===== src/rtl/wdt_pkg.sv =====
package wdt_pkg;
    localparam int ADDR_W     = 3;
    localparam int DATA_W     = 32;
    localparam int KEY_W      = 16;
    localparam int PTV_W      = 3;
    localparam int PTV_LSB    = 2;
    localparam int PRE_EN_BIT = 5;
    localparam int CTRL_W     = PRE_EN_BIT + 1;
    localparam int DIV_W      = (1 << PTV_W) - 1;
    localparam int NSLOT      = 4;
    localparam int STAT_W     = 5;

    typedef enum logic [ADDR_W-1:0] {
        A_REV    = 3'd0,
        A_SYSCFG = 3'd1,
        A_STAT   = 3'd2,
        A_CTRL   = 3'd3,
        A_COUNT  = 3'd4,
        A_LOAD   = 3'd5,
        A_TRIG   = 3'd6,
        A_KEY    = 3'd7
    } wdt_addr_e;

    typedef enum logic [1:0] {
        SL_CTRL = 2'd0,
        SL_LOAD = 2'd1,
        SL_TRIG = 2'd2,
        SL_KEY  = 2'd3
    } slot_e;

    typedef enum logic [1:0] {
        KS_IDLE = 2'd0,
        KS_ARM1 = 2'd1,
        KS_DIS1 = 2'd2
    } key_st_e;

    typedef struct packed {
        logic             en;
        logic [PTV_W-1:0] ptv;
    } pre_cfg_t;

    localparam logic [KEY_W-1:0] KEY_ARM_FIRST  = 16'hBBBB;
    localparam logic [KEY_W-1:0] KEY_ARM_SECOND = 16'h4444;
    localparam logic [KEY_W-1:0] KEY_DIS_FIRST  = 16'hAAAA;
    localparam logic [KEY_W-1:0] KEY_DIS_SECOND = 16'h5555;

    function automatic logic [ADDR_W-1:0] slot_addr(int s);
        case (s)
            0:       return A_CTRL;
            1:       return A_LOAD;
            2:       return A_TRIG;
            default: return A_KEY;
        endcase
    endfunction

    function automatic int slot_stat_bit(int s);
        case (s)
            0:       return 0;
            1:       return 2;
            2:       return 3;
            default: return 4;
        endcase
    endfunction

    function automatic logic [DIV_W-1:0] pre_mask(logic [PTV_W-1:0] ptv);
        return DIV_W'((32'd1 << ptv) - 32'd1);
    endfunction
endpackage


===== src/rtl/wdt_post_slot.sv =====
module wdt_post_slot #(
    parameter int W = 32
) (
    input  logic         clk,
    input  logic         rst,
    input  logic         wr_i,
    input  logic [W-1:0] wdata_i,
    input  logic         tick_i,
    output logic         pend_o,
    output logic         apply_o,
    output logic [W-1:0] data_o
);
    logic         pend_q;
    logic [W-1:0] data_q;

    always_ff @(posedge clk) begin
        if (rst) begin
            pend_q <= 1'b0;
            data_q <= '0;
        end else if (wr_i) begin
            data_q <= wdata_i;
            pend_q <= 1'b1;
        end else if (tick_i) begin
            pend_q <= 1'b0;
        end
    end

    assign pend_o  = pend_q;
    assign apply_o = tick_i && pend_q;
    assign data_o  = data_q;
endmodule


===== src/rtl/wdt_key_seq.sv =====
module wdt_key_seq
    import wdt_pkg::*;
(
    input  logic             clk,
    input  logic             rst,
    input  logic             apply_i,
    input  logic [KEY_W-1:0] word_i,
    output logic             armed_o
);
    key_st_e st_q;
    logic    armed_q;

    always_ff @(posedge clk) begin
        if (rst) begin
            st_q    <= KS_IDLE;
            armed_q <= 1'b0;
        end else if (apply_i) begin
            if (st_q == KS_ARM1 && word_i == KEY_ARM_SECOND) begin
                armed_q <= 1'b1;
                st_q    <= KS_IDLE;
            end else if (st_q == KS_DIS1 && word_i == KEY_DIS_SECOND) begin
                armed_q <= 1'b0;
                st_q    <= KS_IDLE;
            end else if (word_i == KEY_ARM_FIRST) begin
                st_q <= KS_ARM1;
            end else if (word_i == KEY_DIS_FIRST) begin
                st_q <= KS_DIS1;
            end else begin
                st_q <= KS_IDLE;
            end
        end
    end

    assign armed_o = armed_q;
endmodule


===== src/rtl/wdt_prescaler.sv =====
module wdt_prescaler
    import wdt_pkg::*;
(
    input  logic     clk,
    input  logic     rst,
    input  logic     tick_i,
    input  logic     run_i,
    input  pre_cfg_t cfg_i,
    output logic     fire_o
);
    logic [DIV_W-1:0] div_q;

    assign fire_o = run_i && tick_i && (!cfg_i.en || div_q == pre_mask(cfg_i.ptv));

    always_ff @(posedge clk) begin
        if (rst || !run_i) begin
            div_q <= '0;
        end else if (tick_i) begin
            div_q <= fire_o ? '0 : div_q + 1'b1;
        end
    end
endmodule


===== src/rtl/keyed_wdt.sv =====
module keyed_wdt
    import wdt_pkg::*;
#(
    parameter logic [7:0]        REV_CODE = 8'h31,
    parameter logic [DATA_W-1:0] RST_LOAD = 32'hFFFB_0000
) (
    input  logic              clk,
    input  logic              rst,
    input  logic              tick_i,
    input  logic [ADDR_W-1:0] bus_addr_i,
    input  logic              bus_we_i,
    input  logic [DATA_W-1:0] bus_wdata_i,
    output logic [DATA_W-1:0] bus_rdata_o,
    output logic              rst_req_o
);
    logic [NSLOT-1:0]  pend;
    logic [NSLOT-1:0]  apply;
    logic [DATA_W-1:0] stage [NSLOT];

    for (genvar s = 0; s < NSLOT; s++) begin : g_slot
        wdt_post_slot #(.W(DATA_W)) u_slot (
            .clk     (clk),
            .rst     (rst),
            .wr_i    (bus_we_i && bus_addr_i == slot_addr(s)),
            .wdata_i (bus_wdata_i),
            .tick_i  (tick_i),
            .pend_o  (pend[s]),
            .apply_o (apply[s]),
            .data_o  (stage[s])
        );
    end

    logic armed;
    wdt_key_seq u_key (
        .clk     (clk),
        .rst     (rst),
        .apply_i (apply[SL_KEY]),
        .word_i  (stage[SL_KEY][KEY_W-1:0]),
        .armed_o (armed)
    );

    logic [CTRL_W-1:0] ctrl_q;
    pre_cfg_t          pre_cfg;
    logic              pre_fire;
    assign pre_cfg.en  = ctrl_q[PRE_EN_BIT];
    assign pre_cfg.ptv = ctrl_q[PTV_LSB +: PTV_W];

    wdt_prescaler u_pre (
        .clk    (clk),
        .rst    (rst),
        .tick_i (tick_i),
        .run_i  (armed),
        .cfg_i  (pre_cfg),
        .fire_o (pre_fire)
    );

    logic [DATA_W-1:0] load_q, last_trig_q, cnt_q, load_eff;
    logic              sys_q, req_q, trig_hit;

    assign load_eff = apply[SL_LOAD] ? stage[SL_LOAD] : load_q;
    assign trig_hit = apply[SL_TRIG] && (stage[SL_TRIG] != last_trig_q);

    always_ff @(posedge clk) begin
        if (rst) begin
            ctrl_q      <= '0;
            load_q      <= RST_LOAD;
            last_trig_q <= '0;
            cnt_q       <= RST_LOAD;
            sys_q       <= 1'b0;
            req_q       <= 1'b0;
        end else begin
            req_q <= 1'b0;
            if (bus_we_i && bus_addr_i == A_SYSCFG) sys_q <= bus_wdata_i[0];
            if (apply[SL_CTRL]) ctrl_q      <= stage[SL_CTRL][CTRL_W-1:0];
            if (apply[SL_LOAD]) load_q      <= stage[SL_LOAD];
            if (apply[SL_TRIG]) last_trig_q <= stage[SL_TRIG];
            if (trig_hit) begin
                cnt_q <= load_eff;
            end else if (pre_fire) begin
                if (&cnt_q) begin
                    cnt_q <= load_eff;
                    req_q <= 1'b1;
                end else begin
                    cnt_q <= cnt_q + 1'b1;
                end
            end
        end
    end

    assign rst_req_o = req_q;

    always_comb begin
        bus_rdata_o = '0;
        case (wdt_addr_e'(bus_addr_i))
            A_REV:    bus_rdata_o[7:0] = REV_CODE;
            A_SYSCFG: bus_rdata_o[0]   = sys_q;
            A_STAT: begin
                for (int s = 0; s < NSLOT; s++) bus_rdata_o[slot_stat_bit(s)] = pend[s];
            end
            A_CTRL:   bus_rdata_o = DATA_W'(ctrl_q);
            A_COUNT:  bus_rdata_o = cnt_q;
            A_LOAD:   bus_rdata_o = load_q;
            A_TRIG:   bus_rdata_o = last_trig_q;
            default:  bus_rdata_o = '0;
        endcase
    end
endmodule


===== config.mk =====
export PLATFORM = sky130hd
export DESIGN_NAME = keyed_wdt
export DESIGN_NICKNAME = d
export VERILOG_FILES = /design/src/rtl/wdt_pkg.sv /design/src/rtl/wdt_post_slot.sv /design/src/rtl/wdt_key_seq.sv /design/src/rtl/wdt_prescaler.sv /design/src/rtl/keyed_wdt.sv
export SDC_FILE = /design/constraint.sdc
export NUM_CORES = 1
export LEC_CHECK = 0
export ABC_AREA = 1
export CORE_MARGIN = 2
export CORE_UTILIZATION = 45
export DETAILED_ROUTE_END_ITERATION = 7
export DONT_BUFFER_PORTS = 1
export PLACE_DENSITY = 0.71
export SYNTH_ARGS = -nofsm -noshare
export SYNTH_HDL_FRONTEND = slang
export SYNTH_SLANG_ARGS = --single-unit
export TNS_END_PERCENT = 30

===== constraint.sdc =====
create_clock -name clk -period 5.12 [get_ports clk]
set_input_delay 1.024 -clock clk [delete_from_list [all_inputs] [get_ports clk]]
set_output_delay 1.024 -clock clk [all_outputs]
set_load 0.005 [all_outputs]

==> flow_summary.ini <==
[run_status]
status = finished, final reports clean

[cts]
numCtsBuffers = 23
ctsHoldBuffers = 0
ctsResizeCount = 0
htree_levels = 1
cts_sinks = 204
clk_transition_reported_paths_ps = 60
post_cts_buffers = 0
cts_root_buf = clkbuf_16
clock_latency_ps = 510
cts_tree = yes
cts_buffer_depth = 3

[setup_path]
crit_arrival_ps = 2640
cpMaxStageDelayCell = clkinv_1
path_delay_family = buffers and inverters
cp_cell_sequence = inv_2 > nor3_2 > buf_4 > clkinv_1 > o221ai_1
cpPeakStageDelay_ps = 480
cp-end-kind = output port
startpoint_type = input port
worstPathMaxFanout = 39
path_buf_inv = 3
required_ps = 4100
crit_type = in2out

[sta]
setup_ws_ps = 1460
setup_viol = 0
hold_slack_ps = 454
min_period_over_period = 0.716
fin_setup_tns_ps = 0
min_period_ps = 3660
rsz0062_at_grt = false
hold_viol = 0
slew_headroom = 0.210
fmax_mhz = 273
worstMarginPinSlew_ps = 1180
skew_ps = 10.7
drv_slew = 0

[drt]
drc = 0
vias_per_cell = 5.45
drtIter0Drc = 910
drt-total-wl_mm = 31.1
antenna_left = 0
wl_per_cell_um = 16.9
vias = 10000
firstDrtPassIters = 6

[hold_path]
hold_class = reg2reg

[floorplanning]
num_rows = 55
core_um2 = 22800
die_w_um = 157
io_pins = 72
fp.dieH_um = 157
start_util = 0.461
die_area_um2 = 24600

[power]
p_leak_nw = 4.90
power.density_nw_per_um2 = 323
ir_drop_uv = 227
power_w = 0.00369
power_frac_comb = 0.061
intPower_w = 0.00283
p_switching_w = 0.000859
clockPowerShare = 0.492
sequentialPowerShare = 0.447
sw_frac_of_total = 0.233

[placement]
portBuffers = 0
pre_cts_slack_ps = 1500
dp_hpwl_mm = 21.9
gp_congestion = 0.933

[grt]
grt_pass1_wl_mm = 49.3
grt_pass1_vias = 9018
grt_max_degree = 71
antenna_found_initial = 0
grt_usage = 0.251
overflow = 0

[layout]
fillCellCount = 2250
area_delta_synth_final_pct = 8.53
multiInputGateArea_um2 = 5490
drive_gt1_frac = 0.0656
nets = 1551
seq_area_um2 = 4080
insertedDiodeCount = 0

[yosys]
netlist_instances = 1558
yosys.area.top_type = dfxtp_1
ys_ff_latch = 204
synth_area_um2 = 10500
synth_async_sr_flop_share = 0
yosysWarnings = 0
ys_seq_area_frac = 0.389
yosysUniqueCellTypes = 45
netlist_top_cells_count = nand2_1 (407), dfxtp_1 (204), nor2_1 (185)
syn_area_per_cell_um2 = 6.74
yosys_most_used_dff = dfxtp_1
synthMostInstantiatedCell = nand2_1
syn-num-nets = 1600
synth_top_area_share = 0.389
synth-edff-count = 0
yosys-top-cells-area = dfxtp_1 (39%), nand2_1 (15%), nor2_1 (6.6%)

[run]
cap_violations = 0
[power by group through the flow]
stage | combinational, W | clock, W | sequential (W)
floorplan | 0.000187 | 0 | 0.00167
global placement | 0.000217 | 0 | 0.00168
detailed placement | 0.000221 | 0 | 0.00168
CTS | 0.000222 | 0.00183 | 0.00165
global route | 0.000252 | 0.00190 | 0.00165
finish | 0.000225 | 0.00181 | 0.00165
[flip-flops by register name (all words and copies together) (netlist names)]
name / flops
rst_req_o: 1
ctrl_q: 6
u_key.armed_o: 1
g_slot.u_slot.pend_o: 4
g_slot.u_slot.data_o: 86
load_q: 32
cnt_q: 32
u_key.st_q: 2
sys_q: 1
u_pre.div_q: 7
last_trig_q: 32
[cells in the final DEF (no fill, tap or decap), drive strengths merged, types with 15 or more instances in the layout]
| cell | Yosys | layout |
|---|---|---|
| nand2 | 417 | 417 |
| dfxtp | 204 | 204 |
| nor2 | 194 | 194 |
| inv | 134 | 133 |
| nand3 | 129 | 129 |
| o21ai | 129 | 129 |
| a21oi | 123 | 123 |
| clkbuf | 58 | 30 |
| xnor2 | 26 | 26 |
| o221ai | 20 | 20 |
| nor3 | 17 | 17 |
| xor2 | 15 | 15 |
[worst paths after layout]
kind,from,end,slack (ps),cells after the start
worst min register to register,g_slot[1].u_slot.data_o[15]$_SDFFE_PP0P_,g_slot[1].u_slot.data_o[15]$_SDFFE_PP0P_,450,2
worst min-delay path,g_slot[1].u_slot.data_o[15]$_SDFFE_PP0P_,g_slot[1].u_slot.data_o[15]$_SDFFE_PP0P_,450,2
worst max register to register,last_trig_q[16]$_SDFFE_PP0P_,cnt_q[19]$_SDFFE_PP1P_,1910,12
worst max-delay path,bus_addr_i[2],bus_rdata_o[7],1460,5
[metrics by stage]
step | utilization | instances | instance area [µm²]
after global placement | 0.464 | 1797 | 10600
after floorplan | - | 1558 | 10500
after detailed placement | 0.464 | 1797 | 10600
final | 0.500 | 1838 | 11400
after CTS | 0.500 | 1838 | 11400
after global routing | 0.500 | 1838 | 11400
[kinds of logic after synthesis]
group	synth area share
compound gates	0.153
xor+xnor	0.0342
fa+ha+maj	0.00358
buf+inv	0.0895
flops	0.389
mux	0.00477
simple gates	0.326
[metal layers]
layer	up-vias	routed length (µm)	GRT usage
met3	68	2820	0.0521
met2	439	13700	0.382
met4	0	909	0.0813
met1	4536	13600	0.355
met5	-	0	0
li1	4980	-	-
[worst reg2reg max path: cells and delay by family (launching register included)]
| family | cells | cell delay (ps) |
|---|---|---|
| and+or+nand+nor | 9 | 1550 |
| xor gates and xnor gates | 1 | 150 |
| DFF | 1 | 440 |
| buffers and inverters | 2 | 980 |
[final cells by class]
cell class / instances / area share
well taps: 313 / 0.0344
flip-flops and latches: 204 / 0.358
clock buffers: 30 / 0.0563
clock inverters: 11 / 0.0166
repair buffers: 11 / 0.00725
inverters: 136 / 0.0454
multi-input cells: 1133 / 0.482
Note: power is estimated with default switching activity, not from simulation.
